**src/rtl/gpio_irq_pkg.sv**
```systemverilog
package gpio_irq_pkg;
  localparam int unsigned SENSE_W   = 4;
  localparam int unsigned ASYNC_BIT = 3;

  typedef enum logic [2:0] {
    SNS_RISE = 3'd0,
    SNS_FALL = 3'd1,
    SNS_HIGH = 3'd2,
    SNS_LOW  = 3'd3,
    SNS_BOTH = 3'd4
  } sense_e;

  localparam int unsigned OFS_DET_EN   = 'h14;
  localparam int unsigned OFS_IEN_SET  = 'h18;
  localparam int unsigned OFS_IEN_CLR  = 'h1C;
  localparam int unsigned OFS_RAW      = 'h20;
  localparam int unsigned OFS_MASKED   = 'h24;
  localparam int unsigned OFS_PEND_CLR = 'h28;
  localparam int unsigned OFS_SENSE0   = 'h40;
endpackage

```
**src/rtl/gpio_irq_regs.sv**
```systemverilog
module gpio_irq_regs
  import gpio_irq_pkg::*;
#(
  parameter int unsigned N_PINS = 32,
  parameter int unsigned ADDR_W = 8
) (
  input  logic                       clk_i,
  input  logic                       rst_ni,
  input  logic                       req_i,
  input  logic                       we_i,
  input  logic [ADDR_W-1:0]          addr_i,
  input  logic [N_PINS-1:0]          wdata_i,
  input  logic [N_PINS-1:0]          pend_i,
  output logic [N_PINS-1:0]          rdata_o,
  output logic [N_PINS-1:0]          det_en_o,
  output logic [N_PINS-1:0]          ien_o,
  output logic [N_PINS*SENSE_W-1:0]  sense_o,
  output logic [N_PINS-1:0]          sense_chg_o,
  output logic [N_PINS-1:0]          pend_clr_o
);
  localparam int unsigned DATA_W       = N_PINS;
  localparam int unsigned PINS_PER_REG = DATA_W / SENSE_W;
  localparam int unsigned N_SNS_REGS   = N_PINS / PINS_PER_REG;

  logic                  wr;
  logic [N_PINS-1:0]     det_en_q, ien_q;
  logic [N_PINS*SENSE_W-1:0] sense_q;
  logic [N_SNS_REGS-1:0] sns_hit;

  assign wr = req_i & we_i;

  always_ff @(posedge clk_i or negedge rst_ni) begin
    if (!rst_ni) begin
      det_en_q <= '0;
      ien_q    <= '0;
    end else begin
      if (wr && addr_i == ADDR_W'(OFS_DET_EN)) det_en_q <= wdata_i;
      if (wr && addr_i == ADDR_W'(OFS_IEN_CLR))      ien_q <= ien_q & ~wdata_i;
      else if (wr && addr_i == ADDR_W'(OFS_IEN_SET)) ien_q <= ien_q | wdata_i;
    end
  end

  for (genvar k = 0; k < N_SNS_REGS; k++) begin : g_sns_reg
    assign sns_hit[k] = wr && addr_i == ADDR_W'(OFS_SENSE0 + 4 * k);
    always_ff @(posedge clk_i or negedge rst_ni) begin
      if (!rst_ni)         sense_q[k*DATA_W +: DATA_W] <= '0;
      else if (sns_hit[k]) sense_q[k*DATA_W +: DATA_W] <= wdata_i;
    end
  end

  // a field counts as changed only when its value actually differs
  for (genvar n = 0; n < N_PINS; n++) begin : g_chg
    assign sense_chg_o[n] = sns_hit[n / PINS_PER_REG] &&
        (wdata_i[(n % PINS_PER_REG)*SENSE_W +: SENSE_W] != sense_q[n*SENSE_W +: SENSE_W]);
  end

  assign pend_clr_o = (wr && addr_i == ADDR_W'(OFS_PEND_CLR)) ? wdata_i : '0;

  always_comb begin
    rdata_o = '0;
    if (addr_i == ADDR_W'(OFS_DET_EN)) rdata_o = det_en_q;
    if (addr_i == ADDR_W'(OFS_IEN_CLR)) rdata_o = ien_q;
    if (addr_i == ADDR_W'(OFS_RAW))    rdata_o = pend_i;
    if (addr_i == ADDR_W'(OFS_MASKED)) rdata_o = pend_i & ien_q;
    for (int k = 0; k < N_SNS_REGS; k++)
      if (addr_i == ADDR_W'(OFS_SENSE0 + 4 * k)) rdata_o = sense_q[k*DATA_W +: DATA_W];
  end

  assign det_en_o = det_en_q;
  assign ien_o    = ien_q;
  assign sense_o  = sense_q;
endmodule

```
**src/rtl/gpio_irq_detect.sv**
```systemverilog
module gpio_irq_detect
  import gpio_irq_pkg::*;
#(
  parameter int unsigned N_PINS   = 32,
  parameter int unsigned HOLD_CYC = 2
) (
  input  logic                      clk_i,
  input  logic                      rst_ni,
  input  logic [N_PINS-1:0]         pins_i,
  input  logic [N_PINS*SENSE_W-1:0] sense_i,
  input  logic [N_PINS-1:0]         det_en_i,
  input  logic [N_PINS-1:0]         sense_chg_i,
  output logic [N_PINS-1:0]         evt_o
);
  localparam int unsigned HOLD_W = $clog2(HOLD_CYC + 1);

  logic [N_PINS-1:0] smp1_q, smp2_q;

  always_ff @(posedge clk_i or negedge rst_ni) begin
    if (!rst_ni) begin
      smp1_q <= '0;
      smp2_q <= '0;
    end else begin
      smp1_q <= pins_i;
      smp2_q <= smp1_q;
    end
  end

  for (genvar n = 0; n < N_PINS; n++) begin : g_pin
    logic [SENSE_W-1:0] code;
    logic               cur, prev, hit;
    logic [HOLD_W-1:0]  hold_q;

    assign code = sense_i[n*SENSE_W +: SENSE_W];
    // fast path compares the live pin with one stored sample
    assign cur  = code[ASYNC_BIT] ? pins_i[n] : smp1_q[n];
    assign prev = code[ASYNC_BIT] ? smp1_q[n] : smp2_q[n];

    always_comb begin
      case (sense_e'(code[2:0]))
        SNS_RISE: hit = cur & ~prev;
        SNS_FALL: hit = ~cur & prev;
        SNS_HIGH: hit = cur;
        SNS_LOW:  hit = ~cur;
        SNS_BOTH: hit = cur ^ prev;
        default:  hit = 1'b0;
      endcase
    end

    always_ff @(posedge clk_i or negedge rst_ni) begin
      if (!rst_ni)             hold_q <= '0;
      else if (sense_chg_i[n]) hold_q <= HOLD_W'(HOLD_CYC);
      else if (hold_q != '0)   hold_q <= hold_q - 1'b1;
    end

    assign evt_o[n] = det_en_i[n] & (hold_q == '0) & hit;
  end
endmodule

```
**src/rtl/gpio_irq_ctrl.sv**
```systemverilog
module gpio_irq_ctrl
  import gpio_irq_pkg::*;
#(
  parameter int unsigned N_PINS = 32,
  parameter int unsigned ADDR_W = 8
) (
  input  logic              clk_i,
  input  logic              rst_ni,
  input  logic              req_i,
  input  logic              we_i,
  input  logic [ADDR_W-1:0] addr_i,
  input  logic [N_PINS-1:0] wdata_i,
  output logic [N_PINS-1:0] rdata_o,
  input  logic [N_PINS-1:0] pins_i,
  output logic              irq_lo_o,
  output logic              irq_hi_o
);
  localparam int unsigned HALF = N_PINS / 2;

  logic [N_PINS-1:0]         pend_q, ien_q, det_en_q, evt, sense_chg, pend_clr, masked;
  logic [N_PINS*SENSE_W-1:0] sense;

  gpio_irq_regs #(.N_PINS(N_PINS), .ADDR_W(ADDR_W)) u_regs (
    .clk_i, .rst_ni, .req_i, .we_i, .addr_i, .wdata_i,
    .pend_i      (pend_q),
    .rdata_o,
    .det_en_o    (det_en_q),
    .ien_o       (ien_q),
    .sense_o     (sense),
    .sense_chg_o (sense_chg),
    .pend_clr_o  (pend_clr)
  );

  gpio_irq_detect #(.N_PINS(N_PINS)) u_det (
    .clk_i, .rst_ni, .pins_i,
    .sense_i     (sense),
    .det_en_i    (det_en_q),
    .sense_chg_i (sense_chg),
    .evt_o       (evt)
  );

  // a new event outranks a clear in the same cycle
  always_ff @(posedge clk_i or negedge rst_ni) begin
    if (!rst_ni) pend_q <= '0;
    else         pend_q <= (pend_q & ~pend_clr) | evt;
  end

  assign masked   = pend_q & ien_q;
  assign irq_lo_o = |masked[HALF-1:0];
  assign irq_hi_o = |masked[N_PINS-1:HALF];
endmodule

```
**config.mk**
```make
export PLATFORM = sky130hd
export DESIGN_NAME = gpio_irq_ctrl
export DESIGN_NICKNAME = d
export VERILOG_FILES = /design/src/rtl/gpio_irq_pkg.sv /design/src/rtl/gpio_irq_regs.sv /design/src/rtl/gpio_irq_detect.sv /design/src/rtl/gpio_irq_ctrl.sv
export SDC_FILE = /design/constraint.sdc
export NUM_CORES = 1
export LEC_CHECK = 0
export BUFFER_PORTS_ARGS = -buffer_cell sky130_fd_sc_hd__buf_2
export CAP_MARGIN = 10
export CORE_ASPECT_RATIO = 0.8
export CORE_MARGIN = 1.5
export CORE_UTILIZATION = 55
export DETAILED_ROUTE_END_ITERATION = 8
export PLACE_DENSITY = 0.76
export SLEW_MARGIN = 20
export SYNTH_ARGS = -nofsm -noshare
export SYNTH_HDL_FRONTEND = slang
export SYNTH_HIERARCHICAL = 1
export SYNTH_SLANG_ARGS = --single-unit
```
**constraint.sdc**
```tcl
create_clock -name clk_i -period 2.25 [get_ports clk_i]
set_input_delay 0.45 -clock clk_i [delete_from_list [all_inputs] [get_ports clk_i]]
set_output_delay 0.45 -clock clk_i [all_outputs]
set_load 0.01 [all_outputs]
```
==> impl_metrics.toml <==
[layout]
areaGrowthSynthToFinish_pct = 18.0
layout-drive-gt1-share_pct = 25.8
final_common_cell = "dfrtp_1"
fillerInstances = 2903
final_cell_mix = "dfrtp_1, inv_1, mux2i_1"
fin_cells = 2704
fin_nets = 2357

[pwr]
comb_power_share_pct = 23.7
p_per_area_nw_per_um2 = 751
power_switching_mw = 5.47
p_clk_share_pct = 34.5
ir_drop_mv = 0.541
p_int_mw = 13.3
p_leak_nw = 12.2
swShare_pct = 29.1
pwr-share-seq_pct = 41.8

[clock_tree]
clkSinkCount = 352
htree_levels = 2
root_buffer = "clkbuf_16"
clock_latency_ps = 540
cts_tree = "done"
clk_pin_slew_worst_paths_ps = 60
cts_buffers = 39
clk_path_buf_depth = 3

[grt]
grt_pass1_wl_um = 92600
antenna_found_initial = 0
overflow = 0
grt_max_degree = 56
grt_usage_pct = 29.8
grt_pass1_vias = 16600

[critical_path]
rr_startpoint = "u_regs/sense_o[95]"
critPathArrivalTime_ps = 2110
startpoint_type = "register"
ff2ff_path_depth = 6
required_ps = 1800
critPathLaunch = "pend_q[28]"
r2r_slack_ps = 60
worst-setup-path-type = "register to primary output"
slowest_stage = "a222oi_1"
critPathMaxFanout = 3
crit_end = "rdata_o[28]"
critical_path.max_stage_delay_ps = 550
r2r_end = "pend_q[23]"
worstPathCellList = "nand4b_1, a21oi_1, a222oi_1, o22ai_1, buf_2"
worstSetupEndpointType = "primary output"

[synthesis]
seq_area_frac_synth_pct = 41.5
synth.area.mux_share_pct = 16.1
synth_area_um2 = 21200
syn-num-nets = 2177
syn_inst = 2005
ys_seq_elements = 352
synth-xor-area-share_pct = 7.89
async_reset_ff_share_pct = 100
syn_avg_cell_area_um2 = 10.6
synth_top_family_by_area = "multiplexers"
synth_ff_type = "dfrtp_1"
synth_edf_count = 0
synthSimpleGateAreaFrac_pct = 9.53
synth_compound_area_share_pct = 14.1
yosysUniqueCellTypes = 51
yosysWarnings = 6
synth-adder-area-share_pct = 5.66

[place]
gp_congestion = 0.921
portBuffers = 109
numPlacedInstances = 2609
place_hpwl_um = 41000

[timing]
layout_setup_ws_ps = -309
finalCriticalPeriod_ps = 2560
tightest_slew_ps = 649
rsz0062_at_grt = "true"
timing.fmax_mhz = 391
hold_viol = 0
hold_ws_ps = 26.5
finClkSkew_ps = 16.9
slew_headroom_pct = 56.5
finalCritPeriodShare_pct = 114
finalSetupViolations = 34
drv_slew = 0

[detailed_routing]
drt-initial-drc-count = 1817
drc = 0
vias_per_cell = 6.14
routed_wl_um = 59100
vias = 16600
ant_nets = 0
routedWlPerCell_um = 21.8
drt-pass1-iter-count = 9

[min_path]
hold_path.class = "input port to register"

[die]
io_pins = 110
initial_core_util_pct = 55.6
die_w_um = 223
core_area_um2 = 38100
fp-row-count = 64
dieHeight_um = 179
die_area_um2 = 39700

[status]
violations = "setup timing"
status = "finished with violations"

[job]
drv_cap = 0
## state kept, by name (all words and copies together) (netlist names), named ones only
| register | flops |
|---|---|
| pend_q | 32 |
| u_det/smp2_q | 32 |
| u_det/smp1_q | 32 |
| u_regs/sense_o | 128 |
| u_det/g_pin.hold_q | 64 |
| u_regs/det_en_o | 32 |
## through the flow
step           power [mW]  util [%]  worst slack [ps]  instance area (um2)  setup TNS [ps]
5_1_grt              19.8      65.6              -290                25000           -6530
4_1_cts              18.9      65.5              -250                25000           -5010
3_5_place_dp         12.3      60.7              -294                23100          -29100
3_3_place_gp         11.8      60.7              -303                23100          -22020
2_1_floorplan        11.0         -             -19.4                21200            -366
6_report             18.8      65.6              -309                25000           -5210
## critical path: cells and delay by family, from the launching register on
kind / cells / cell delay, ps
DFF: 1 / 430
and+or+nand+nor: 1 / 110
buffers and inverters: 1 / 200
AOI/OAI and AO/OA: 3 / 840
## logic make-up after synthesis
group | after synthesis
buffers and inverters | 276
adder cells (fa/ha/maj) | 96
XOR/XNOR | 191
flip-flops | 352
multiplexers | 309
AND/OR/NAND/NOR | 346
AO/OA/AOI/OAI | 435
## repair_timing
item | in CTS | in global routing
hold buffers | 1 | 0
gates cloned | 4 | 0
setup buffers | 22 | 5
pin swaps | 29 | 10
setup endpoints to repair | 34 | 34
hold endpoints to repair | 47 | 0
resized for setup | 108 | 11
## power by group through the flow
stage	Combinational, mW	Clock, mW	Sequential, mW
floorplan	3.24	0	7.77
global placement	3.94	0	7.90
detailed placement	4.30	0	7.96
CTS	4.45	6.57	7.85
global route	4.98	6.86	7.95
finish	4.46	6.48	7.86
## final cells by class
class | instances | area [um2] | share of cell area (%)
sequential | 352 | 8820 | 35.3
inverter | 160 | 601 | 2.40
timing repair buffer | 255 | 2180 | 8.72
antenna | 1 | 2.50 | 0.0100
tap | 495 | 619 | 2.48
clock inverter | 10 | 128 | 0.510
clock buffer | 54 | 1150 | 4.62
multi-input combinational | 1377 | 11500 | 46.0
## per-layer routing
metal	track usage, %	vias up	wire, um
li1	-	7442	-
met1	40.0	8295	24900
met2	48.4	729	27500
met3	5.32	140	4670
met4	11.1	0	1950
met5	0	-	0
## synth_stat cells, types with 4 or more instances
| library cell | instances | area, um2 |
|---|---|---|
| mux2i_1 | 140 | 1400 |
| xnor2_1 | 128 | 1120 |
| mux2_4 | 31 | 465 |
| nand3b_1 | 8 | 60.1 |
| nand2_1 | 35 | 131 |
| inv_1 | 160 | 601 |
| a22o_1 | 8 | 70.1 |
| nand4b_1 | 8 | 70.1 |
| clkbuf_1 | 88 | 330 |
| a41oi_1 | 32 | 280 |
| nand2b_1 | 88 | 551 |
| buf_6 | 4 | 45.0 |
| mux2_1 | 7 | 78.8 |
| a22oi_1 | 24 | 180 |
| o31ai_1 | 31 | 233 |
| a211o_1 | 4 | 35.0 |
| buf_1 | 7 | 26.3 |
| o21ai_0 | 49 | 245 |
| or3_1 | 34 | 213 |
| a21o_1 | 64 | 480 |
| buf_2 | 14 | 70.1 |
| a31oi_1 | 32 | 200 |
| xor2_1 | 63 | 552 |
| or2_2 | 30 | 188 |
| a211oi_1 | 31 | 233 |
| a221oi_2 | 8 | 120 |
| a222oi_1 | 8 | 80.1 |
| ha_1 | 96 | 1200 |
| nor2_1 | 54 | 203 |
| a32oi_1 | 24 | 210 |
| dfrtp_1 | 352 | 8810 |
| mux2_2 | 131 | 1480 |
| a21oi_1 | 111 | 556 |
| o22ai_1 | 8 | 50.1 |
| and2_1 | 33 | 206 |
| nand3_1 | 34 | 170 |
## how the worst min path moves through the flow
stage | from | slack [ps] | cells past startpoint | end
after floorplan | rst_ni | 150 | 0 | pend_q[0]
after global placement | u_det/smp1_q[29] | 380 | 0 | u_det/smp2_q[29]
after detailed placement | u_det/smp1_q[27] | 390 | 0 | u_det/smp2_q[27]
after CTS | pins_i[22] | 7 | 1 | u_det/smp1_q[22]
after global routing | pins_i[29] | 10 | 1 | u_det/smp1_q[29]
final | pins_i[22] | 30 | 1 | u_det/smp1_q[22]
Power figures use the tool's default switching activity.
